`config.mk`:
```
export PLATFORM = sky130hd
export DESIGN_NAME = subirq_group
export DESIGN_NICKNAME = d
export VERILOG_FILES = /design/src/rtl/subirq_group.sv
export SDC_FILE = /design/constraint.sdc
export NUM_CORES = 1
export LEC_CHECK = 0
export BUFFER_PORTS_ARGS = -buffer_cell sky130_fd_sc_hd__clkbuf_2
export CAP_MARGIN = 10
export CELL_PAD_IN_SITES_DETAIL_PLACEMENT = 0
export CELL_PAD_IN_SITES_GLOBAL_PLACEMENT = 1
export CORE_UTILIZATION = 28
export DETAILED_ROUTE_END_ITERATION = 7
export GPL_ROUTABILITY_DRIVEN = 0
export PLACE_DENSITY_LB_ADDON = 0.1
export SLEW_MARGIN = 20
export SYNTH_ARGS = -nofsm -noshare
export SYNTH_HDL_FRONTEND = slang
export SYNTH_SLANG_ARGS = --single-unit
```
`constraint.sdc`:
```
create_clock -name clk -period 1.05 [get_ports clk]
set_clock_uncertainty 0.05 [all_clocks]
set_input_delay 0.105 -clock clk [delete_from_list [all_inputs] [get_ports clk]]
set_output_delay 0.105 -clock clk [all_outputs]
set_load 0.05 [all_outputs]
```
`src/rtl/subirq_group.sv`:
```
module subirq_group #(
  parameter int NUM_UARTS = 3,
  parameter int UART_BITS = 3,
  parameter int ADC_BITS  = 2,
  parameter int DATA_W    = 32,
  parameter int ADDR_W    = 2
) (
  input  logic                                   clk,
  input  logic                                   rst_n,
  input  logic [NUM_UARTS*UART_BITS+ADC_BITS-1:0] periph_req,
  input  logic                                   bus_wr,
  input  logic [ADDR_W-1:0]                      bus_addr,
  input  logic [DATA_W-1:0]                      bus_wdata,
  output logic [DATA_W-1:0]                      bus_rdata,
  output logic [NUM_UARTS-1:0]                   uart_irq,
  output logic                                   adc_irq
);
  localparam int NSRC = NUM_UARTS*UART_BITS + ADC_BITS;
  localparam logic [ADDR_W-1:0] PEND_ADDR = ADDR_W'(0);
  localparam logic [ADDR_W-1:0] MASK_ADDR = ADDR_W'(1);

  logic [NSRC-1:0] req_q, pend_q, mask_q;
  logic [NSRC-1:0] rise, live, wbits;
  logic            wr_pend, wr_mask;
  logic            unused_hi;

  assign rise      = periph_req & ~req_q;
  assign wbits     = bus_wdata[NSRC-1:0];
  assign unused_hi = ^bus_wdata[DATA_W-1:NSRC];
  assign wr_pend   = bus_wr && (bus_addr == PEND_ADDR);
  assign wr_mask   = bus_wr && (bus_addr == MASK_ADDR);
  assign live      = pend_q & ~mask_q;

  always_ff @(posedge clk) begin
    if (!rst_n) begin
      req_q  <= '0;
      pend_q <= '0;
      mask_q <= '1;
    end else begin
      req_q  <= periph_req;
      pend_q <= (wr_pend ? (pend_q & ~wbits) : pend_q) | rise;
      if (wr_mask) mask_q <= wbits;
    end
  end

  for (genvar u = 0; u < NUM_UARTS; u++) begin : g_uart
    assign uart_irq[u] = |live[u*UART_BITS +: UART_BITS];
  end
  assign adc_irq = |live[NSRC-1 -: ADC_BITS];

  assign bus_rdata = (bus_addr == PEND_ADDR) ? {{(DATA_W-NSRC){1'b0}}, pend_q} :
                     (bus_addr == MASK_ADDR) ? {{(DATA_W-NSRC){1'b0}}, mask_q} :
                     '0;

  AST_SET_ON_RISE: assert property (@(posedge clk) disable iff (!rst_n)
    1'b1 |=> ((pend_q & $past(rise)) == $past(rise)));

  AST_NO_SPONTANEOUS_SET: assert property (@(posedge clk) disable iff (!rst_n)
    1'b1 |=> ((pend_q & ~$past(pend_q) & ~$past(rise)) == '0));

  AST_CLEAR_W1C: assert property (@(posedge clk) disable iff (!rst_n)
    (wr_pend && ((rise & wbits) == '0)) |=> ((pend_q & $past(wbits)) == '0));

  AST_MASK_KEEPS_PEND: assert property (@(posedge clk) disable iff (!rst_n)
    (wr_mask && !wr_pend) |=> ((pend_q & $past(pend_q)) == $past(pend_q)));

  AST_ALL_MASKED_QUIET: assert property (@(posedge clk) disable iff (!rst_n)
    (&mask_q) |-> (uart_irq == '0 && !adc_irq));

  AST_UPPER_ZERO: assert property (@(posedge clk) disable iff (!rst_n)
    bus_rdata[DATA_W-1:NSRC] == '0);

  AST_IDLE_ADC_LOW: assert property (@(posedge clk) disable iff (!rst_n)
    (pend_q[NSRC-1 -: ADC_BITS] == '0) |-> !adc_irq);
endmodule

```
======== Word-level counts from Yosys, hierarchy flattened ========
Index checks and enable logic that the tools add are counted.
word-level totals
  RAM bits ................................ 0
  bits in latches ......................... 0
  register bits ........................... 33
  ROM bits ................................ 0
  word-level logic and storage cells ...... 21
  output and inout bits ................... 36
  memories kept ........................... 0
cells by class
  equal/unequal tests ..................... 1
  div/mod/pow operators ................... 0
  mux-type cells .......................... 3
  bitwise operators ....................... 7
  shifts and indexed selects .............. 0
  multipliers ............................. 0
  add/sub/neg operators ................... 0
  reductions and logical operators ........ 7
  order comparisons ....................... 0
operators by type and width
  cell                number
  $and 11x11->11      3
  $mux 11             3
  $not 11->11         3
  $or 11x11->11       1
  $reduce_or 3->1     3
  $eq 2x1->1 const B  1
  $logic_and 1x1->1   2
  $logic_not 2->1     1
  $reduce_or 2->1     1

======== Longest topological paths before layout ========
Gate-level depths: netlist of the first run.
  word-level depth ........................ 4
  mapped depth ............................ 4
  mapped depth without buffers ............ 3

======== Worst setup path before layout of the first run ========
No wires, ideal clock.
  path type ............................... register -> output
  start point ............................. reg pend_q[0]
  end point ............................... out uart_irq[0]
  slack ................................... -0.295 ns
  data required time ...................... 0.895 ns
  cell stages (with the launch flop) ...... 3
  arrival time ............................ 1.190 ns
  cell sequence ........................... dfxtp_1 inv_1 o221ai_1
on the way
  cells in the longest elaborated chain, start to end .. 2
RTL lines
  element                   RTL line  text
  start: declaration        22        logic [NSRC-1:0] req_q, pend_q, mask_q;
  start signal: assignment  41        pend_q <= (wr_pend ? (pend_q & ~wbits) : pend_q) | rise;
  $and 11x11->11            32        assign live = pend_q & ~mask_q;
  $reduce_or 3->1           47        assign uart_irq[u] = |live[u*UART_BITS +: UART_BITS];
  end: declaration          15        output logic [NUM_UARTS-1:0] uart_irq,
No other way between the ends.

======== Worst setup path after layout of the first run ========
  start point ............................. reg pend_q[4]
  end point ............................... out uart_irq[1]
Same word-level chain as after synthesis.

==> impl_metrics.ini, run 1 <==
[worst_setup_path]
cp_cell_sequence = inv_2 > o221ai_2 > buf_8
crit_type = flop to output port
r2r_slack_ps = 350
end_kind = output port
crit_path_max_incr_delay_ps = 350
crit_required_ps = 890
slowest_stage = dfxtp_2
cp_max_fo = 3
startpoint_type = flop
critPathTopFamily = flip-flops
cp_num_buf_inv = 2
worstPathArrival_ps = 1040

[finish]
area_delta_synth_final_pct = 47.0
final_util_pct = 43.6
final_area_um2 = 2270
drive_above_1_share_pct = 42.4
fillCellCount = 539
nNetsFinal = 285
antennaDiodeCount = 0

[power]
total_power_uw = 3280
combPwrFrac_pct = 25.7
ir_worst_vdd_mv = 0.771
power.share.clock_pct = 31.9
p_leak_uw = 0.00108
p_sw_share_pct = 31.4
intPower_uw = 2250
powerDensity_nw_per_um2 = 1450
seqPwrFrac_pct = 42.5
power.switching_uw = 1030

[clock_network]
cts_root_buffer = clkbuf_8
cts.reportedPaths.clkPinSlew_ps = 70
cts_buffers = 5
cts.sinks = 33
clk_path_buf_depth = 2
htreeDepth = 2
cts_tree = yes
insertion_delay_ps = 280

[yosys]
yosysWarnings = 0
yosysTopAreaCellShare_pct = 42.8
synthDistinctLibCells = 21
ys_ff_latch = 33
synth_area_um2 = 1540
yosysSeqAreaShare_pct = 42.8
synth_cells = 179
syn_area_per_cell_um2 = 8.63
netlist_top_cells_area = dfxtp_1 43%, buf_4 10%, mux2i_1 7.1%, nand2b_1 5.7%, o211ai_1 5.3%
synth_top_area_cell = dfxtp_1

[run_status]
status = finished with violations
violations = setup timing

[timing]
fmax_mhz = 837
layout_min_cycle_time_ps = 1200
worst_hold_slack_ps = 39.4
final-hold-violation-count = 0
rsz0062_at_grt = true
fin_crit_sh_pct = 114
fin_ws_ps = -145
setup_viol = 15
final-max-slew-violation-count = 0

[drt]
via_per_inst = 4.21
drc = 0
top_layer = met4
drtIter0Drc = 30
ant_nets = 0
wl_met2_mm = 1.65
dr.pass1.iters = 4
vias = 1298
routed_wl_mm = 3.40
drt-met1-wl_mm = 1.46
dr_wl_met3_um = 212
wl_per_cell_um = 11.0

[hold_path]
hold_class = input pin to flop

[global_routing]
groute.usage.overall_pct = 12.7
gr-total-overflow = 0
grt_pass1_vias = 1226
grt_max_degree = 34
antenna_found_initial = 0
grt_pass1_wl_mm = 5.78

[die]
core_area_um2 = 5200
io_pins = 84
die_h_um = 76.3
dieArea_um2 = 5810
start_util_pct = 29.7
die_x_um = 76.3
rows = 26

[placement]
post-dp-hpwl_mm = 2.37
place.port_buffers = 41
dpl-instance-area_um2 = 1860
place_ws_ps = -138

[flow_run]
maxCapViolations = 0
worst min-delay path: cells and delay by family:
family | cells | cell delay, ps
buffers and inverters | 2 | 140
AOI/OAI and AO/OA | 1 | 90
path summary, 6_finish.rpt:
kind                       to  depth (start not counted)          from
setup / recovery  uart_irq[1]                          3     pend_q[4]
hold reg to reg     pend_q[9]                          2      req_q[9]
hold / removal      mask_q[8]                          3  bus_wdata[8]
setup reg to reg   pend_q[10]                          2    pend_q[10]
metrics by stage:
stage	std cells	TNS (ps)
global route	308	-2590
floorplan	199	0
finish	308	-1650
global placement	289	-1500
CTS	308	-2030
detailed placement	289	-1600
state kept, by name, indices dropped and copies added (netlist names):
signal,cells
mask_q,11
req_q,11
pend_q,11
layout by cell type (no fill, tap or decap), types with 2 or more instances in the layout:
cell           count
nand2_1           11
o211ai_1          11
dfxtp_1           11
buf_8             14
clkbuf_2          26
mux2i_1           10
inv_1             14
nor2_2            11
buf_4              6
inv_2              5
and2_1            11
conb_1            21
a21boi_1          10
dfxtp_2           22
o221ai_2           2
buf_12             2
clkbuf_8           8
dlygate4sd3_1     11
o21ai_1           10
nand2b_1          13
per-layer routing:
layer	vias up	GRT usage, %
li1	656	-
met1	593	13.5
met2	42	22.3
met3	7	4.91
met4	0	5.58
met5	-	0
timing repair:
action                                 CTS  global route
gates cloned                             0             0
gates resized for setup                 52            22
pin swaps                                1             2
hold buffers                            11             0
endpoints found under the hold margin   12             0
setup endpoints to repair               15            15
setup buffers                            0             0
cell usage after synthesis:
library cell,instances
o211ai_1,11
or3b_1,1
clkbuf_1,5
conb_1,1
mux2i_1,11
o21ai_1,10
nand2_1,11
a21boi_0,1
o221ai_1,3
nor2_1,11
inv_1,19
buf_1,1
and2_1,11
buf_2,2
nand2b_1,14
dfxtp_1,33
a21boi_1,10
o21ai_0,1
buf_4,21
nand3b_1,1
o22ai_1,1
cell families (layout without fill, tap and decap cells):
kind of cell,count (synthesis),count (layout),synth area share [%]
AO/OA/AOI/OAI,37,37,16.4
AND/OR/NAND/NOR,49,49,16.5
multiplexers,11,11,7.13
flip-flops,33,33,42.8
buffers and inverters,48,87,16.9
other,1,21,0.243
final cells by class:
class	instances	area (um2)	area share, %
Tap cell	70	87.6	3.86
Sequential cell	33	688	30.3
Clock buffer	7	96.3	4.24
Inverter	19	71.3	3.14
Clock inverter	1	5.00	0.221
Multi-Input combinational cell	118	772	34.0
Timing Repair Buffer	60	549	24.2
power groups by stage:
stage               registers [uW]  clock network [uW]  logic (uW)
CTS                           1390                1100         815
detailed placement            1400                   0         706
floorplan                     1390                   0         603
global route                  1400                1170         899
finish                        1390                1050         842
global placement              1400                   0         701
Note: power is estimated with default switching activity, not from simulation.
==> run 2: changes to the inputs <==
- PLACE_DENSITY_LB_ADDON: 0.1 -> 0.08
==> run 2 against run 1 <==
The flow still finishes with violations (setup timing); die area unchanged; sequential cell count unchanged; worst setup slack improved by 3.5 ps; combinational power about the same; power increased by 5.4%; routed wire length increased by 0.47%; register-to-register slack got worse by 50 ps; cell count decreased by 0.32%; worst hold slack got worse by 29 ps; sequential share of layout area increased by 0.070 points; clock power increased by 17%; first-iteration DRC count unchanged.
==> impl_metrics.ini, run 2 (same netlist as run 1, synthesis figures left out) <==
[clock_network]
cts_tree = yes
htreeDepth = 2
insertion_delay_ps = 280
clk_path_buf_depth = 2
cts_root_buffer = clkbuf_8
cts.reportedPaths.clkPinSlew_ps = 70
cts.sinks = 33
cts_buffers = 5

[power]
seqPwrFrac_pct = 40.2
p_sw_share_pct = 29.7
power.switching_uw = 1030
combPwrFrac_pct = 24.3
total_power_uw = 3460
ir_worst_vdd_mv = 0.696
intPower_uw = 2430
powerDensity_nw_per_um2 = 1520
power.share.clock_pct = 35.5
p_leak_uw = 0.00108

[drt]
drtIter0Drc = 30
ant_nets = 0
drc = 0
vias = 1283
wl_per_cell_um = 11.1
via_per_inst = 4.18
dr.pass1.iters = 4
routed_wl_mm = 3.42

[worst_setup_path]
end_kind = output port
cp_cell_sequence = inv_2 > o221ai_4 > buf_8
crit_path_max_incr_delay_ps = 350
crit_required_ps = 890
slowest_stage = dfxtp_2
r2r_cells = 3
reg2reg_to = pend_q[4]
startpoint_type = flop
cp_max_fo = 3
crit_type = flop to output port
r2r_slack_ps = 300
worstPathArrival_ps = 1040
reg2reg_from = pend_q[4]

[placement]
post-dp-hpwl_mm = 2.38
place_inst = 288
place_ws_ps = -129
place.port_buffers = 41

[timing]
final-max-slew-violation-count = 0
layout_min_cycle_time_ps = 1190
setup_viol = 15
rsz0062_at_grt = true
fin_crit_sh_pct = 113
fin_ws_ps = -142
final-hold-violation-count = 0
fmax_mhz = 839

[die]
rows = 26
io_pins = 84
dieArea_um2 = 5810
core_area_um2 = 5200
die_h_um = 76.3
die_x_um = 76.3
start_util_pct = 29.7

[finish]
stdcell_count = 307
nNetsFinal = 284
seq_area_um2 = 693
final_common_cell = clkbuf_2
drive_above_1_share_pct = 41.8
antennaDiodeCount = 0
layout_common_cells = 26 x clkbuf_2, 21 x conb_1, 20 x dfxtp_2
multi_input_area_um2 = 772
area_delta_synth_final_pct = 47.7
fillCellCount = 531
top_regs = mask_q (11), pend_q (11), req_q (11)

[global_routing]
grt_pass1_wl_mm = 5.70
gr-total-overflow = 0
grt_pass1_vias = 1236
antenna_found_initial = 0
grt_max_degree = 34
groute.usage.overall_pct = 12.6

[run_status]
violations = setup timing
status = finished with violations

[flow_run]
maxCapViolations = 0

[hold_path]
hold_class = input pin to flop
hold_depth = 2
min_from = periph_req[0]
holdPathEnd = req_q[0]
run 2: through the flow:
stage	utilization, %	TNS, ps	hold WS [ps]	instance area [um2]
after floorplan	-	0	177	1670
after global placement	35.6	-2580	275	1850
after detailed placement	35.6	-2830	278	1850
after CTS	42.8	-1970	6.81	2230
after global routing	43.8	-2440	10.0	2280
final	43.8	-1590	10.1	2280
run 2: metal layers:
| layer | vias to the layer above | track usage, % | share of wire [%] |
|---|---|---|---|
| met4 | 0 | 6.35 | 1.9 |
| met3 | 7 | 3.83 | 5.4 |
| li1 | 653 | - | - |
| met5 | - | 0 | 0 |
| met1 | 584 | 13.9 | 43 |
| met2 | 39 | 21.6 | 50 |
run 2: repair_timing:
action	CTS	global route
endpoints found under the setup margin	15	15
hold buffers	10	0
buffers inserted	0	1
hold endpoints to repair	12	0
pin swaps	2	1
gates resized for setup	54	22
run 2: cell type report:
type | count | area share [%]
Sequential cell | 33 | 30.4
Multi-Input combinational cell | 118 | 33.8
Clock inverter | 1 | 1.32
Timing Repair Buffer | 59 | 23.7
Tap cell | 70 | 3.84
Inverter | 19 | 3.13
Clock buffer | 7 | 3.78
run 2: power by group through the flow:
stage               Combinational (uW)  Clock (uW)  Sequential (uW)
finish                             841        1230             1390
global route                       900        1340             1400
CTS                                809        1280             1390
detailed placement                 705           0             1400
global placement                   699           0             1400
floorplan                          603           0             1390
run 2: worst max-delay path by stage:
stage	startpoint	depth (start not counted)	slack (ps)	end
after global placement	bus_addr[0]	5	-110	pend_q[8]
after floorplan	bus_addr[0]	3	9	bus_rdata[0]
final	pend_q[1]	3	-140	uart_irq[0]
after detailed placement	bus_addr[0]	5	-130	pend_q[0]
after global routing	pend_q[2]	3	-200	bus_rdata[2]
after CTS	pend_q[1]	3	-190	uart_irq[0]
run 2: critical path, delay by kind of cell (launching register included):
family | cells | cell delay [ps]
AO/OA/AOI/OAI | 1 | 180
buffers and inverters | 2 | 220
flip-flops | 1 | 350
